## src/rtl/sdb_pkg.sv

```systemverilog
package sdb_pkg;

  typedef enum logic [1:0] {
    CMD_NOP   = 2'd0,
    CMD_READ  = 2'd1,
    CMD_WRITE = 2'd2,
    CMD_MODE  = 2'd3
  } sdb_cmd_e;

  // Field positions inside the mode word
  localparam int BL_LSB   = 0;
  localparam int CL_LSB   = 4;
  localparam int OPM_LSB  = 7;
  localparam int WSGL_BIT = 9;

  typedef struct packed {
    logic       full;       // full-page burst
    logic [2:0] blk_mask;   // burst length minus one for fixed bursts
    logic       wr_single;  // writes are single-location
    logic [1:0] cas;        // read latency 1..3
  } sdb_mode_t;

endpackage

```

## src/rtl/sdb_mode_reg.sv

```systemverilog
module sdb_mode_reg
  import sdb_pkg::*;
#(
  parameter int          MODE_W   = 12,
  parameter logic [11:0] RST_MODE = 12'h030
) (
  input  logic              clk,
  input  logic              rst_n,
  input  logic              load_i,
  input  logic [MODE_W-1:0] word_i,
  output sdb_mode_t         mode_o,
  output logic              reserved_o
);

  logic [MODE_W-1:0] word_q, word_d;
  logic [2:0]        bl_code, cl_code;
  logic [1:0]        opm_code;
  logic              bl_rsv, cl_rsv;
  logic              unused_bits;

  always_comb begin
    word_d = word_q;
    if (load_i) word_d = word_i;
  end

  always_ff @(posedge clk or negedge rst_n) begin
    if (!rst_n) word_q <= MODE_W'(RST_MODE);
    else        word_q <= word_d;
  end

  assign bl_code  = word_q[BL_LSB+2:BL_LSB];
  assign cl_code  = word_q[CL_LSB+2:CL_LSB];
  assign opm_code = word_q[OPM_LSB+1:OPM_LSB];
  assign unused_bits = ^{word_q[MODE_W-1:WSGL_BIT+1], word_q[3]};

  always_comb begin
    mode_o.full     = 1'b0;
    mode_o.blk_mask = 3'd0;
    bl_rsv          = 1'b0;
    case (bl_code)
      3'd0:    mode_o.blk_mask = 3'd0;
      3'd1:    mode_o.blk_mask = 3'd1;
      3'd2:    mode_o.blk_mask = 3'd3;
      3'd3:    mode_o.blk_mask = 3'd7;
      3'd7:    mode_o.full     = 1'b1;
      default: bl_rsv          = 1'b1;
    endcase
  end

  always_comb begin
    cl_rsv     = 1'b0;
    mode_o.cas = 2'd3;
    case (cl_code)
      3'd1:    mode_o.cas = 2'd1;
      3'd2:    mode_o.cas = 2'd2;
      3'd3:    mode_o.cas = 2'd3;
      default: cl_rsv     = 1'b1;
    endcase
  end

  assign mode_o.wr_single = word_q[WSGL_BIT];
  assign reserved_o       = bl_rsv | cl_rsv | (opm_code != 2'b00);


  opmode_rsv_chk: assert property (@(posedge clk) disable iff (!rst_n)
    (load_i && (word_i[OPM_LSB+1:OPM_LSB] != 2'b00)) |=> reserved_o);

endmodule

```

## src/rtl/sdb_col_ctr.sv

```systemverilog
module sdb_col_ctr
  import sdb_pkg::*;
#(
  parameter int COL_W = 9
) (
  input  logic             clk,
  input  logic             rst_n,
  input  logic             start_rd_i,
  input  logic             start_wr_i,
  input  logic [COL_W-1:0] start_col_i,
  input  sdb_mode_t        mode_i,
  output logic             busy_o,
  output logic             is_rd_o,
  output logic [COL_W-1:0] col_o
);

  localparam logic [COL_W-1:0] PAGE_MASK = {COL_W{1'b1}};

  logic             busy_q, busy_d;
  logic             rd_q, rd_d;
  logic             full_q, full_d;
  logic [COL_W-1:0] col_q, col_d;
  logic [COL_W-1:0] mask_q, mask_d;
  logic [2:0]       rem_q, rem_d;
  logic             start, single_wr;
  logic [COL_W-1:0] col_adv;
  logic [COL_W-1:0] col_inc;

  assign start     = start_rd_i | start_wr_i;
  assign single_wr = start_wr_i & mode_i.wr_single;
  assign col_inc   = col_q + COL_W'(1);
  assign col_adv   = (col_q & ~mask_q) | (col_inc & mask_q);

  always_comb begin
    busy_d = busy_q;
    rd_d   = rd_q;
    full_d = full_q;
    col_d  = col_q;
    mask_d = mask_q;
    rem_d  = rem_q;
    if (start) begin
      busy_d = 1'b1;
      rd_d   = start_rd_i;
      col_d  = start_col_i;
      full_d = mode_i.full & ~single_wr;
      if (single_wr) begin
        mask_d = '0;
        rem_d  = 3'd0;
      end else if (mode_i.full) begin
        mask_d = PAGE_MASK;
        rem_d  = 3'd0;
      end else begin
        mask_d = {{(COL_W-3){1'b0}}, mode_i.blk_mask};
        rem_d  = mode_i.blk_mask;
      end
    end else if (busy_q) begin
      if (full_q) begin
        col_d = col_adv;
      end else if (rem_q == 3'd0) begin
        busy_d = 1'b0;
      end else begin
        rem_d = rem_q - 3'd1;
        col_d = col_adv;
      end
    end
  end

  always_ff @(posedge clk or negedge rst_n) begin
    if (!rst_n) begin
      busy_q <= 1'b0;
      rd_q   <= 1'b0;
      full_q <= 1'b0;
      col_q  <= '0;
      mask_q <= '0;
      rem_q  <= 3'd0;
    end else begin
      busy_q <= busy_d;
      rd_q   <= rd_d;
      full_q <= full_d;
      col_q  <= col_d;
      mask_q <= mask_d;
      rem_q  <= rem_d;
    end
  end

  assign busy_o  = busy_q;
  assign is_rd_o = rd_q;
  assign col_o   = col_q;


  wrap_in_block_chk: assert property (@(posedge clk) disable iff (!rst_n)
    (busy_q && $past(busy_q) && !$past(start)) |->
      (((col_q ^ $past(col_q)) & ~mask_q) == '0));


  restart_chk: assert property (@(posedge clk) disable iff (!rst_n)
    start |=> (busy_q && (col_q == $past(start_col_i))));


  single_write_chk: assert property (@(posedge clk) disable iff (!rst_n)
    (single_wr ##1 !start) |=> !busy_q);

endmodule

```

## src/rtl/sdb_lat_pipe.sv

```systemverilog
module sdb_lat_pipe #(
  parameter int DATA_W = 32,
  parameter int MAX_CL = 3
) (
  input  logic              clk,
  input  logic              rst_n,
  input  logic              in_v_i,
  input  logic [DATA_W-1:0] in_d_i,
  input  logic [1:0]        cas_i,
  output logic [DATA_W-1:0] dq_o,
  output logic              oe_o,
  output logic              out_v_o
);

  logic [MAX_CL:0]   v_ext;
  logic [DATA_W-1:0] d_ext [MAX_CL+1];
  logic [1:0]        cas_m1;

  assign v_ext[0] = in_v_i;
  assign d_ext[0] = in_d_i;

  for (genvar g = 0; g < MAX_CL; g++) begin : g_stage
    logic              v_q;
    logic [DATA_W-1:0] d_q, d_d;

    always_comb begin
      d_d = d_q;
      if (v_ext[g]) d_d = d_ext[g];
    end

    always_ff @(posedge clk or negedge rst_n) begin
      if (!rst_n) begin
        v_q <= 1'b0;
        d_q <= '0;
      end else begin
        v_q <= v_ext[g];
        d_q <= d_d;
      end
    end

    assign v_ext[g+1] = v_q;
    assign d_ext[g+1] = d_q;
  end

  assign cas_m1  = cas_i - 2'd1;
  assign out_v_o = v_ext[cas_i];
  assign oe_o    = v_ext[cas_m1] | v_ext[cas_i];
  assign dq_o    = out_v_o ? d_ext[cas_i] : '0;

endmodule

```

## src/rtl/sdb_engine.sv

```systemverilog
module sdb_engine
  import sdb_pkg::*;
#(
  parameter int COL_W  = 9,
  parameter int DATA_W = 32,
  parameter int MODE_W = 12,
  parameter int MAX_CL = 3
) (
  input  logic              clk,
  input  logic              rst_n,
  input  logic [1:0]        cmd,
  input  logic [COL_W-1:0]  cmd_col,
  input  logic [MODE_W-1:0] mode_word,
  output logic [COL_W-1:0]  arr_addr,
  output logic              arr_we,
  output logic [DATA_W-1:0] arr_wdata,
  input  logic [DATA_W-1:0] arr_rdata,
  input  logic [DATA_W-1:0] dq_in,
  output logic [DATA_W-1:0] dq_out,
  output logic              dq_oe,
  output logic              col_busy,
  output logic              mode_reserved
);

  sdb_cmd_e          cmd_e;
  sdb_mode_t         mode;
  logic              is_rd;
  logic              wd_en;
  logic [DATA_W-1:0] wd_q, wd_d;
  logic              dq_valid;

  assign cmd_e = sdb_cmd_e'(cmd);

  sdb_mode_reg #(.MODE_W(MODE_W)) i_mode (
    .clk        (clk),
    .rst_n      (rst_n),
    .load_i     (cmd_e == CMD_MODE),
    .word_i     (mode_word),
    .mode_o     (mode),
    .reserved_o (mode_reserved)
  );

  sdb_col_ctr #(.COL_W(COL_W)) i_ctr (
    .clk         (clk),
    .rst_n       (rst_n),
    .start_rd_i  (cmd_e == CMD_READ),
    .start_wr_i  (cmd_e == CMD_WRITE),
    .start_col_i (cmd_col),
    .mode_i      (mode),
    .busy_o      (col_busy),
    .is_rd_o     (is_rd),
    .col_o       (arr_addr)
  );

  // Write data is captured at the edge that opens each write beat
  assign wd_en = (cmd_e == CMD_WRITE) | (col_busy & ~is_rd);

  always_comb begin
    wd_d = wd_q;
    if (wd_en) wd_d = dq_in;
  end

  always_ff @(posedge clk or negedge rst_n) begin
    if (!rst_n) wd_q <= '0;
    else        wd_q <= wd_d;
  end

  assign arr_we    = col_busy & ~is_rd;
  assign arr_wdata = wd_q;

  sdb_lat_pipe #(.DATA_W(DATA_W), .MAX_CL(MAX_CL)) i_pipe (
    .clk     (clk),
    .rst_n   (rst_n),
    .in_v_i  (col_busy & is_rd),
    .in_d_i  (arr_rdata),
    .cas_i   (mode.cas),
    .dq_o    (dq_out),
    .oe_o    (dq_oe),
    .out_v_o (dq_valid)
  );


  oe_leads_data_chk: assert property (@(posedge clk) disable iff (!rst_n)
    $rose(dq_valid) |-> $past(dq_oe));

endmodule

```

## config.mk

```make
export PLATFORM = sky130hd
export DESIGN_NAME = sdb_engine
export DESIGN_NICKNAME = d
export VERILOG_FILES = /design/src/rtl/sdb_pkg.sv /design/src/rtl/sdb_mode_reg.sv /design/src/rtl/sdb_col_ctr.sv /design/src/rtl/sdb_lat_pipe.sv /design/src/rtl/sdb_engine.sv
export SDC_FILE = /design/constraint.sdc
export NUM_CORES = 1
export LEC_CHECK = 0
export BUFFER_PORTS_ARGS = -buffer_cell sky130_fd_sc_hd__buf_2
export CORE_ASPECT_RATIO = 2
export CORE_UTILIZATION = 55
export CTS_BUF_LIST = sky130_fd_sc_hd__clkbuf_8
export CTS_CLUSTER_DIAMETER = 80
export DETAILED_ROUTE_END_ITERATION = 12
export PLACE_DENSITY = 0.81
export SYNTH_ARGS = -nofsm -noshare
export SYNTH_HDL_FRONTEND = slang
export SYNTH_SLANG_ARGS = --single-unit
```

## constraint.sdc

```tcl
create_clock -name clk -period 3.4 [get_ports clk]
set_input_delay 0.51 -clock clk [delete_from_list [all_inputs] [get_ports clk]]
set_output_delay 0.51 -clock clk [all_outputs]
set_load 0.02 [all_outputs]
```

# ---- Word-level counts from Yosys, hierarchy flattened
# Cells that the tools add are included.
dict set report word_totals {
  ff_bits 165
  in_bits 89
  out_inout_bits 77
}
dict set report classes {
  add_sub_neg 3
  order_cmp 3
  eq_ne 13
  n_mux 29
  bitwise 16
  n_reduce_logical 8
}
# operator n
set op_table {}
lappend op_table {{$mux 32} 3}
lappend op_table {{$bmux 32 s2} 1}
lappend op_table {{$mux 9} 6}
lappend op_table {{$and 9x9->9} 2}
lappend op_table {{$mux 3} 6}
lappend op_table {{$eq 3x2->1 const B} 4}
lappend op_table {{$add 9x1->9 const B} 1}
lappend op_table {{$mux 1} 9}
lappend op_table {{$not 9->9} 1}
lappend op_table {{$or 9x9->9} 1}
lappend op_table {{$pmux 3 s3} 1}
lappend op_table {{$eq 3x1->1 const B} 2}
lappend op_table {{$logic_not 3->1} 2}
lappend op_table {{$lt 2x3->1 const B} 2}
lappend op_table {{$or 1x1->1} 5}
lappend op_table {{$reduce_or 5->1} 1}
lappend op_table {{$and 1x1->1} 4}
lappend op_table {{$bmux 1 s2} 2}
lappend op_table {{$eq 2x2->1 const B} 2}
lappend op_table {{$pmux 2 s2} 1}
lappend op_table {{$reduce_bool 2->1} 2}
lappend op_table {{$eq 3x3->1 const B} 1}
lappend op_table {{$ge 3x3->1 const B} 1}
lappend op_table {{$ne 3x1->1 const B} 1}
lappend op_table {{other kinds (10)} 11}

# ---- Logic depth before layout (Yosys ltp)
# Gate-level depths: netlist of run 1.
dict set report depth {
  depth_word 7
  ltp_mapped 8
}

# ---- Modules after synthesis
# A second synthesis of run 1 with hierarchy kept.
dict set report unflattened {
  hier_cells 492
  hier_area_um2 7499.7
}
# module n_inst cells_each area_each_um2 seq_area_each_um2
set modules_own_cells {}
lappend modules_own_cells {sdb_lat_pipe 1 288 4757.1 2477.4}
lappend modules_own_cells {sdb_engine 1 74 1393.8 800.8}
lappend modules_own_cells {sdb_col_ctr 1 98 944.7 450.4}
lappend modules_own_cells {sdb_mode_reg 1 32 404.1 227.7}

# ---- Least setup slack after synthesis of run 1
# OpenSTA, ideal clock, no wires.
dict set report synth_timing {
  path_kind {flip-flop to output port}
  startpoint {reg i_mode.word_q[4]}
  endpoint {out dq_out[0]}
  arrival_time_ns 2.296
  setup_slack_ns 0.594
  path_stages_with_launch 7
  n_path_buf 2
  path_cell_list {dfstp_2 -> or3b_2 -> ha_1 -> buf_6 -> mux4_2 -> buf_6 -> nor2b_1}
}
dict set report synth_via {
  elab_chain_cells 7
  elab_cells_between_ends 10
}
# item line_no
set synth_rtl {}
lappend synth_rtl {{start, declared} sdb_mode_reg.sv:15} ;# logic [MODE_W-1:0] word_q, word_d;
lappend synth_rtl {{start signal, assigned} sdb_mode_reg.sv:27} ;# if (!rst_n) word_q <= MODE_W'(RST_MODE);
lappend synth_rtl {{start signal, assigned} sdb_mode_reg.sv:28} ;# else word_q <= word_d;
lappend synth_rtl {{$eq 3x2->1 / $eq 3x1->1 (equally long branches)} sdb_mode_reg.sv:53} ;# case (cl_code)
lappend synth_rtl {{$pmux 2 s2 (*)} sdb_mode_reg.sv:53}
lappend synth_rtl {{$not 2->3 (implied by the code)} sdb_lat_pipe.sv:48} ;# assign dq_o = out_v_o ? d_ext[cas_i] : '0;
lappend synth_rtl {{$bmux 32 s2} sdb_lat_pipe.sv:48}
lappend synth_rtl {{$mux 32 (implied by the code) (2 in a row)} sdb_lat_pipe.sv:48}
lappend synth_rtl {{$mux 32 (*)} sdb_lat_pipe.sv:48}
lappend synth_rtl {{end, declared} sdb_engine.sv:19} ;# output logic [DATA_W-1:0] dq_out,
# Mark *: on every way between the ends. The rest lies on a longest branch, timed or not. The select of a mux whose other input is x is not followed.

# ---- Final worst setup path of run 1
dict set report layout_timing {
  startpoint {reg i_mode.word_q[4]}
  endpoint {out dq_out[27]}
}
# Same word-level chain as after synthesis.

==> results of run 1 <==
worst paths after layout:
path	depth (start not counted)	from	to	slack [ps]
min in group clk	3	mode_word[2]	i_mode.word_q[2]	270
min reg2reg	1	arr_wdata[18]	arr_wdata[18]	500
min	1	rst_n	arr_wdata[10]	100
max reg2reg	4	i_ctr.busy_o	i_pipe.g_stage[0].d_q[18]	1030
max	7	i_mode.word_q[4]	dq_out[27]	150
max in group asynchronous	2	rst_n	i_pipe.g_stage[0].d_q[28]	2460
layer usage:
metal	track usage	share of wire	vias up
met5	0	0	-
met1	0.255	0.36	2465
met2	0.444	0.56	168
met4	0.0986	0.022	0
met3	0.0620	0.050	23
li1	-	-	2143
worst max-delay path, cell delays in order (launching register included):
cell and delay (ps):
dfstp_2 550, or3b_2 480, inv_1 80, ha_2 230
buf_4 280, mux4_2 370, nor2b_1 150, buf_2 160
flip-flops by register name, summed over array words and instances, names as in the netlist, named ones only:
name	cells
i_ctr.busy_o	1
i_ctr.is_rd_o	1
i_pipe.g_stage.v_q	3
i_pipe.g_stage.d_q	96
arr_wdata	32
i_ctr.mask_q	4
i_ctr.col_o	1
i_mode.word_q	9
i_ctr.rem_q	3
through the flow:
step | util | power (W) | cells | instance area, µm² | hold WS [ps]
after global routing | 0.667 | 0.00755 | 830 | 8670 | 157
final | 0.667 | 0.00712 | 830 | 8670 | 101
after floorplan | - | 0.00505 | 498 | 7310 | 214
after global placement | 0.633 | 0.00558 | 792 | 8230 | 470
after CTS | 0.666 | 0.00718 | 827 | 8650 | 145
after detailed placement | 0.633 | 0.00579 | 792 | 8230 | 488
layout make-up:
class	count	area, µm²
fillers	960	4320
multi-input cells	297	3150
inverters	14	52.6
flip-flops and latches	158	3960
repair buffers	176	942
clock buffers	18	248
diodes	1	2.50
well taps	152	190
clock inverters	14	133
timing repair:
item | 4_1_cts | 5_1_grt
setup buffers | 2 | 2
gates cloned | 1 | 0
endpoints found under the setup margin | 33 | 10
pin swaps | 0 | 0
gates resized for setup | 1 | 2
power groups by stage:
stage          clock network (W)  registers [W]  logic (W)
2_1_floorplan                  0        0.00321    0.00183
3_3_place_gp                   0        0.00310    0.00247
3_5_place_dp                   0        0.00321    0.00258
4_1_cts                  0.00138        0.00317    0.00262
5_1_grt                  0.00146        0.00328    0.00280
6_report                 0.00134        0.00317    0.00260
synthesized netlist by cell type, drive strengths merged, types with 6 or more instances:
cell type / count / share of area
nor2: 13 / 0.0067
nor2b: 34 / 0.030
nand2: 13 / 0.0067
or3: 6 / 0.0051
mux2: 138 / 0.21
mux4: 34 / 0.10
dfrtp: 156 / 0.53
o21ai: 11 / 0.0075
inv: 13 / 0.0067
buf: 27 / 0.023
a31oi: 9 / 0.0077
ha: 8 / 0.014
cells by family after synthesis:
family,after synthesis,share of synthesized area
compound gates,31,0.0269
fa+ha+maj,9,0.0151
buf+inv,44,0.0317
flops,158,0.542
mux,173,0.319
simple gates,83,0.0659
==> impl_metrics.yaml, run 1 <==
sta:
  layout_setup_ws_ps: 148
  timing.slew.headroom: 0.426
  final.setup_skew_ps: 15.6
  finalHoldViolCount: 0
  worst_max_slew_pin_slew_ps: 862
  setup-tns-final_ps: 0
  setup_viol_count_final: 0
  grt_setup_unrepaired: "false"
  post-route-period-util: 0.956
  final_critical_period_ps: 3250
  fmax_achieved_mhz: 308
  final_max_slew_viols: 0
final_layout:
  relative_area_change_from_synthesis_to_final_layout_pct: 18.7
  final_common_cell: "buf_2"
  layout-drive-gt1-share: 0.578
  num-nets-final: 761
  final_cell_mix: "buf_2, dfrtp_1, mux2_2"
clock_network:
  tritoncts: "done"
  tritoncts.num_buffers: 17
  clockBufferDepth: 2
  clock_root_buffer_master: "clkbuf_8"
  cts.sinks: 158
  clk_latency_ps: 440
  h-tree-depth: 4
  reg_clk_slew_reported_paths_ps: 90
  postCtsHoldBufs: 0
critical_path:
  setup.worst_path.start_class: "flop"
  endpoint_kind: "output pin"
  worstPathRequired_ps: 2890
  path_max_fanout: 16
  data_arrival_at_the_endpoint_of_the_critical_path_ps: 2740
  worstSetupPathType: "flop to output pin"
yosys:
  share_of_synthesized_registers_carrying_an_async_set_or_reset: 1.00
  syn-num-nets: 595
  synthFlopType: "dfrtp_1"
  count_of_flip_flops_with_a_built_in_enable_after_synthesis: 0
  mean_instance_size_in_the_synthesized_netlist_um2: 14.7
  synth_cells: 498
  synth_area_um2: 7310
  yosys.cell_types.count: 38
  synth_warnings: 0
  synth.ff_latch_count: 158
  yosysSeqAreaShare: 0.542
drt:
  dr.pass1.iters: 4
  routedWlPerCell_um: 18.9
  routed_wirelength_um: 15700
  post_drt_via_cell_ratio: 5.78
  detail_route.iter0.violations: 209
  ant_nets: 0
  dr_total_vias: 4799
  drt_drc_violations_left: 0
grt:
  grt_antenna_before_repair: 1
  pin_count_of_the_biggest_net_entering_global_routing: 92
  grt.total_usage: 0.239
  grt_overflow_total: 0
  grt_first_pass_wirelength_um: 25300
  first_global_vias: 5238
die:
  start_util: 0.562
  design.die.area_um2: 13800
  ios: 166
  placementRows: 59
  core_region_area_um2: 13000
  dieWidth_um: 83.5
  die_h_um: 165
power:
  pwr-share-seq: 0.446
  net-switching-power_w: 0.00240
  portion_of_total_power_attributed_to_the_clock_network: 0.189
  static-leakage-power_nw: 3.85
  pwr-share-comb: 0.366
  pwr_density_cell_nw_per_um2: 821
  power_report.internal_total_w: 0.00472
  ir_drop_mv: 0.486
  p_sw_frac: 0.337
placed_design:
  place.detailed.hpwl_um: 10500
  place.port_buffers: 162
  gp_congestion: 0.840
  pre_cts_ws_ps: 350
worst_hold_path:
  hold_path_class: "input port to async pin"
job:
  max-cap-violations: 0
run_status:
  status: "completed"
Power figures use the tool's default switching activity.
==> run 2, diff against run 1 <==
- CORE_ASPECT_RATIO: 2 -> default
==> run 2 against run 1 <==
  * Global-route usage up 0.68 points
  * Combinational power up 2%
  * Maximum frequency up 0.56%
  * First-iteration DRC count up 4.8%
  * Routed wire length down 0.63%
  * Worst hold slack better by 43 ps
  * Critical path type unchanged
  * Sequential power about the same
  * Largest power group unchanged
  * Via count down 0.10%
  * Non-clock buffer count up 6
  * Largest cell class unchanged
==> impl_metrics.yaml, run 2 (synthesis gave the netlist of run 1 again) <==
die:
  design.die.area_um2: 13700
  core_region_area_um2: 12800
  ios: 166
  die_h_um: 117
  dieWidth_um: 117
  placementRows: 41
  start_util: 0.572
sta:
  post-route-period-util: 0.951
  finalHoldViolCount: 0
  final_critical_period_ps: 3230
  final_max_slew_viols: 0
  final.setup_skew_ps: 9.81
  setup-tns-final_ps: 0
  setup_viol_count_final: 0
  worst_max_slew_pin_slew_ps: 867
  fmax_achieved_mhz: 309
  grt_setup_unrepaired: "false"
  timing.slew.headroom: 0.422
final_layout:
  relative_area_change_from_synthesis_to_final_layout_pct: 20.4
  number_of_flip_flops_in_the_largest_register: 96
  layout-drive-gt1-share: 0.575
  final_common_cell: "buf_2"
  final_cell_mix: "buf_2, dfrtp_1, mux2_2"
  util_after_layout: 0.689
  n_fill_cell: 912
  ff_latch_area_um2: 3960
  multiInputGateArea_um2: 3160
  regMostFlops: "i_pipe.g_stage.d_q"
  antenna-diode-count: 0
  num-nets-final: 767
drt:
  detail_route.iter0.violations: 219
  routedWlPerCell_um: 18.3
  post_drt_via_cell_ratio: 5.61
  drt_drc_violations_left: 0
  dr_total_vias: 4794
  dr.pass1.iters: 4
  ant_nets: 0
  routed_wirelength_um: 15600
grt:
  grt.total_usage: 0.246
  first_global_vias: 4877
  pin_count_of_the_biggest_net_entering_global_routing: 96
  grt_overflow_total: 0
  grt_first_pass_wirelength_um: 24700
  grt_antenna_before_repair: 1
power:
  pwr_density_cell_nw_per_um2: 816
  p_sw_frac: 0.321
  power_report.internal_total_w: 0.00487
  static-leakage-power_nw: 3.94
  pwr-share-seq: 0.442
  ir_drop_mv: 0.422
  pwr-share-comb: 0.368
  portion_of_total_power_attributed_to_the_clock_network: 0.190
  net-switching-power_w: 0.00230
critical_path:
  critical_path.max_stage_delay_ps: 550
  cp_cell_sequence: "or3b_2, inv_1, ha_2, buf_12, mux4_2, nor2b_1, buf_2"
  setup.worst_path.start_class: "flop"
  data_arrival_at_the_endpoint_of_the_critical_path_ps: 2720
  path_max_fanout: 23
  ff2ff_setup_slack_ps: 1060
  worstSetupPathType: "flop to output pin"
  slowest_stage: "dfstp_2"
  worstPathRequired_ps: 2890
  endpoint_kind: "output pin"
  timing.critical_path.max_delay_family: "simple AND/OR/NAND/NOR gates"
  path_buf_inv: 3
placed_design:
  place.port_buffers: 162
  gp_congestion: 0.798
  place.detailed.hpwl_um: 10200
clock_network:
  reg_clk_slew_reported_paths_ps: 70
  tritoncts.num_buffers: 17
  h-tree-depth: 4
  clk_latency_ps: 450
  postCtsHoldBufs: 0
  tritoncts: "done"
  cts.sinks: 158
  clock_root_buffer_master: "clkbuf_8"
  clockBufferDepth: 2
job:
  max-cap-violations: 0
run_status:
  status: "completed"
worst_hold_path:
  hold_path_class: "input port to async pin"
## run 2: cell count changes in the layout (fill, tap and decap cells not counted), sizes merged
cell,delta
bufinv,+1
clkbuf,+4
inv,-1
buf,+6
clkinv,+1
clkinvlp,-5
diode,-1
## run 2: layout make-up
| type | instances | share of cell area |
|---|---|---|
| clock buffers | 22 | 0.0344 |
| clock inverters | 10 | 0.0108 |
| inverters | 14 | 0.00597 |
| multi-input cells | 297 | 0.359 |
| flip-flops and latches | 158 | 0.450 |
| well taps | 172 | 0.0245 |
| repair buffers | 182 | 0.116 |
## run 2: final timing paths
path                             startpoint                       end  cells past startpoint
max reg2reg                    i_ctr.busy_o  i_pipe.g_stage[0].d_q[1]                      4
max in group asynchronous             rst_n          i_mode.word_q[4]                      2
max                        i_mode.word_q[4]                dq_out[22]                      7
min reg2reg                   arr_wdata[11]             arr_wdata[11]                      1
min                                   rst_n  i_pipe.g_stage[2].d_q[7]                      1
min in group clk                  dq_in[11]             arr_wdata[11]                      2
## run 2: repair_timing
| item | CTS | global route |
|---|---|---|
| setup buffers | 2 | 9 |
| pin swaps | 0 | 1 |
| gates resized for setup | 4 | 5 |
| endpoints found under the setup margin | 33 | 30 |
| cloned | 1 | 0 |
## run 2: stage by stage
| step | cells | hold WS [ps] | setup slack [ps] | total power, W | area (µm²) |
|---|---|---|---|---|---|
| global placement | 811 | 470 | 300 | 0.00559 | 8250 |
| finish | 855 | 144 | 166 | 0.00718 | 8800 |
| floorplan | 498 | 214 | 594 | 0.00505 | 7310 |
| detailed placement | 811 | 480 | 244 | 0.00579 | 8250 |
| CTS | 846 | 162 | 18.3 | 0.00720 | 8700 |
| global route | 855 | 218 | 16.3 | 0.00762 | 8800 |
## run 2: metal layers
metal  wire length [µm]  share of wire  global-route usage
met2               8120           0.52               0.414
met1               6390           0.41               0.309
met4                261          0.017              0.0861
met5                  8        0.00051                   0
met3                833          0.053              0.0623
## run 2: power by group through the flow
| stage | sequential (W) | clock (W) | combinational (W) |
|---|---|---|---|
| after floorplan | 0.00321 | 0 | 0.00183 |
| after global placement | 0.00310 | 0 | 0.00248 |
| after detailed placement | 0.00320 | 0 | 0.00259 |
| after CTS | 0.00317 | 0.00140 | 0.00263 |
| after global routing | 0.00329 | 0.00148 | 0.00285 |
| final | 0.00317 | 0.00136 | 0.00264 |
==> run 3, diff against run 2 <==
- CORE_UTILIZATION: 55 -> 43
- PLACE_DENSITY: 0.81 -> 0.66
==> run 3 against run 2 <==
  * Maximum frequency decreased by 2.1%
  * Sequential power about the same
  * Largest power group unchanged
  * Routed wire length grew 0.55%
  * Final cell count is 5.0% higher
  * Register-to-register slack better by 470 ps
  * Critical path type unchanged
  * Sequential share of layout area fell by 0.19 points
  * Power is 0.65% higher
  * First-iteration DRC count is 44% lower
  * Setup slack worse by 69 ps
==> impl_metrics.yaml, run 3 (synthesis gave the netlist of run 1 again) <==
run_status:
  status: "completed"
placed_design:
  place_area_um2: 8330
  pre_cts_ws_ps: 300
  place.port_buffers: 162
  gp_congestion: 0.773
  place.detailed.hpwl_um: 10400
power:
  static-leakage-power_nw: 3.89
  ir_drop_mv: 0.314
  report.power.total_w: 0.00722
  pwr_density_cell_nw_per_um2: 817
clock_network:
  tritoncts: "done"
  clk_latency_ps: 440
  clockBufferDepth: 2
  h-tree-depth: 4
  clock_root_buffer_master: "clkbuf_8"
  tritoncts.num_buffers: 17
  cts.sinks: 158
  reg_clk_slew_reported_paths_ps: 80
  postCtsHoldBufs: 0
sta:
  worst_max_slew_pin_slew_ps: 781
  final_max_slew_viols: 0
  final.setup_skew_ps: 12.1
  timing.slew.headroom: 0.479
  setup_viol_count_final: 0
  post-route-period-util: 0.971
  fmax_achieved_mhz: 303
  layout_setup_ws_ps: 97.6
  final_critical_period_ps: 3300
  finalHoldViolCount: 0
drt:
  routedWlPerCell_um: 17.5
  detail_route.iter0.violations: 122
  post_drt_via_cell_ratio: 5.23
  dr_total_vias: 4694
  ant_nets: 0
  dr.pass1.iters: 4
  routed_wirelength_um: 15700
  drt_drc_violations_left: 0
critical_path:
  path_buf_inv: 3
  cp_cell_sequence: "or3b_2, inv_1, ha_2, buf_8, mux4_2, nor2b_1, buf_2"
  worstPathRequired_ps: 2890
  setup.worst_path.start_class: "flop"
  regToRegStartpoint: "i_ctr.is_rd_o"
  worstSetupPathType: "flop to output pin"
  reg2reg_to: "i_pipe.g_stage[0].d_q[30]"
  critical_path.max_stage_delay_ps: 560
  slowest_stage: "dfstp_2"
  reg2reg_depth: 4
  timing.critical_path.max_delay_family: "simple AND/OR/NAND/NOR gates"
  ff2ff_setup_slack_ps: 1530
  data_arrival_at_the_endpoint_of_the_critical_path_ps: 2790
  endpoint_kind: "output pin"
  path_max_fanout: 25
grt:
  pin_count_of_the_biggest_net_entering_global_routing: 89
  grt.total_usage: 0.188
  grt_antenna_before_repair: 2
  grt_first_pass_wirelength_um: 25700
  grt_overflow_total: 0
  first_global_vias: 5095
final_layout:
  relative_area_change_from_synthesis_to_final_layout_pct: 21.0
  final_common_cell: "buf_2"
  layout-drive-gt1-share: 0.579
  multiInputGateArea_um2: 3160
  ff_latch_area_um2: 3960
  final_cell_mix: "buf_2, dfrtp_1, mux2_2"
  regMostFlops: "i_pipe.g_stage.d_q"
  n_fill_cell: 1455
  number_of_flip_flops_in_the_largest_register: 96
  layout.cell_area.non_filler_um2: 8840
  num-nets-final: 762
job:
  max-cap-violations: 0
die:
  start_util: 0.441
  placementRows: 47
  design.die.area_um2: 17500
  core_region_area_um2: 16600
  die_h_um: 132
  dieWidth_um: 132
  ios: 166
worst_hold_path:
  hold_path_class: "input port to async pin"
## run 3: worst max path at each step
stage	start	endpoint	slack (ps)	depth (start not counted)
2_1_floorplan	i_mode.word_q[4]	dq_out[0]	590	6
3_3_place_gp	i_mode.word_q[5]	dq_out[3]	360	6
3_5_place_dp	i_mode.word_q[4]	dq_out[0]	300	5
4_1_cts	i_mode.word_q[4]	dq_out[0]	30	6
5_1_grt	i_mode.word_q[4]	dq_out[0]	-9	6
6_report	i_mode.word_q[4]	dq_out[15]	100	7
## run 3: layer usage
layer | GRT usage | routed length [µm] | up-vias | share of wire
li1 | - | - | 2146 | -
met1 | 0.242 | 6850 | 2397 | 0.44
met2 | 0.317 | 7880 | 138 | 0.50
met3 | 0.0496 | 840 | 11 | 0.053
met4 | 0.0498 | 116 | 2 | 0.0074
met5 | 0 | 13 | - | 0.00083
## run 3: repair_timing
item	in CTS	in global routing
gates resized for setup	5	2
cloned	1	0
setup buffers	3	0
setup endpoints to repair	33	16
## run 3: power breakdown
| group | switching, W | total, W | internal, W |
|---|---|---|---|
| logic | 0.00118 | 0.00266 | 0.00148 |
| registers | 0.000479 | 0.00314 | 0.00266 |
| clock network | 0.000671 | 0.00142 | 0.000754 |
## run 3: cell type report
type	instances	share of cell area
inverters	14	0.00594
flip-flops and latches	158	0.448
well taps	220	0.0311
repair buffers	177	0.112
clock inverters	12	0.0164
diodes	1	0.000283
multi-input cells	297	0.357
clock buffers	19	0.0296
## run 3: stage by stage
step | hold slack [ps] | utilization | std cells | TNS [ps]
after floorplan | 214 | - | 498 | 0
after detailed placement | 483 | 0.502 | 862 | 0
after global routing | 170 | 0.533 | 897 | -12.1
after global placement | 471 | 0.502 | 862 | 0
after CTS | 140 | 0.532 | 897 | 0
final | 121 | 0.533 | 898 | 0
## run 3: worst register-to-register path, cell delays in order, from the launching register on
cell and delay (ps):
dfrtp_1 410, nand2_1 210, clkinv_1 480, buf_12 350, mux2_2 300
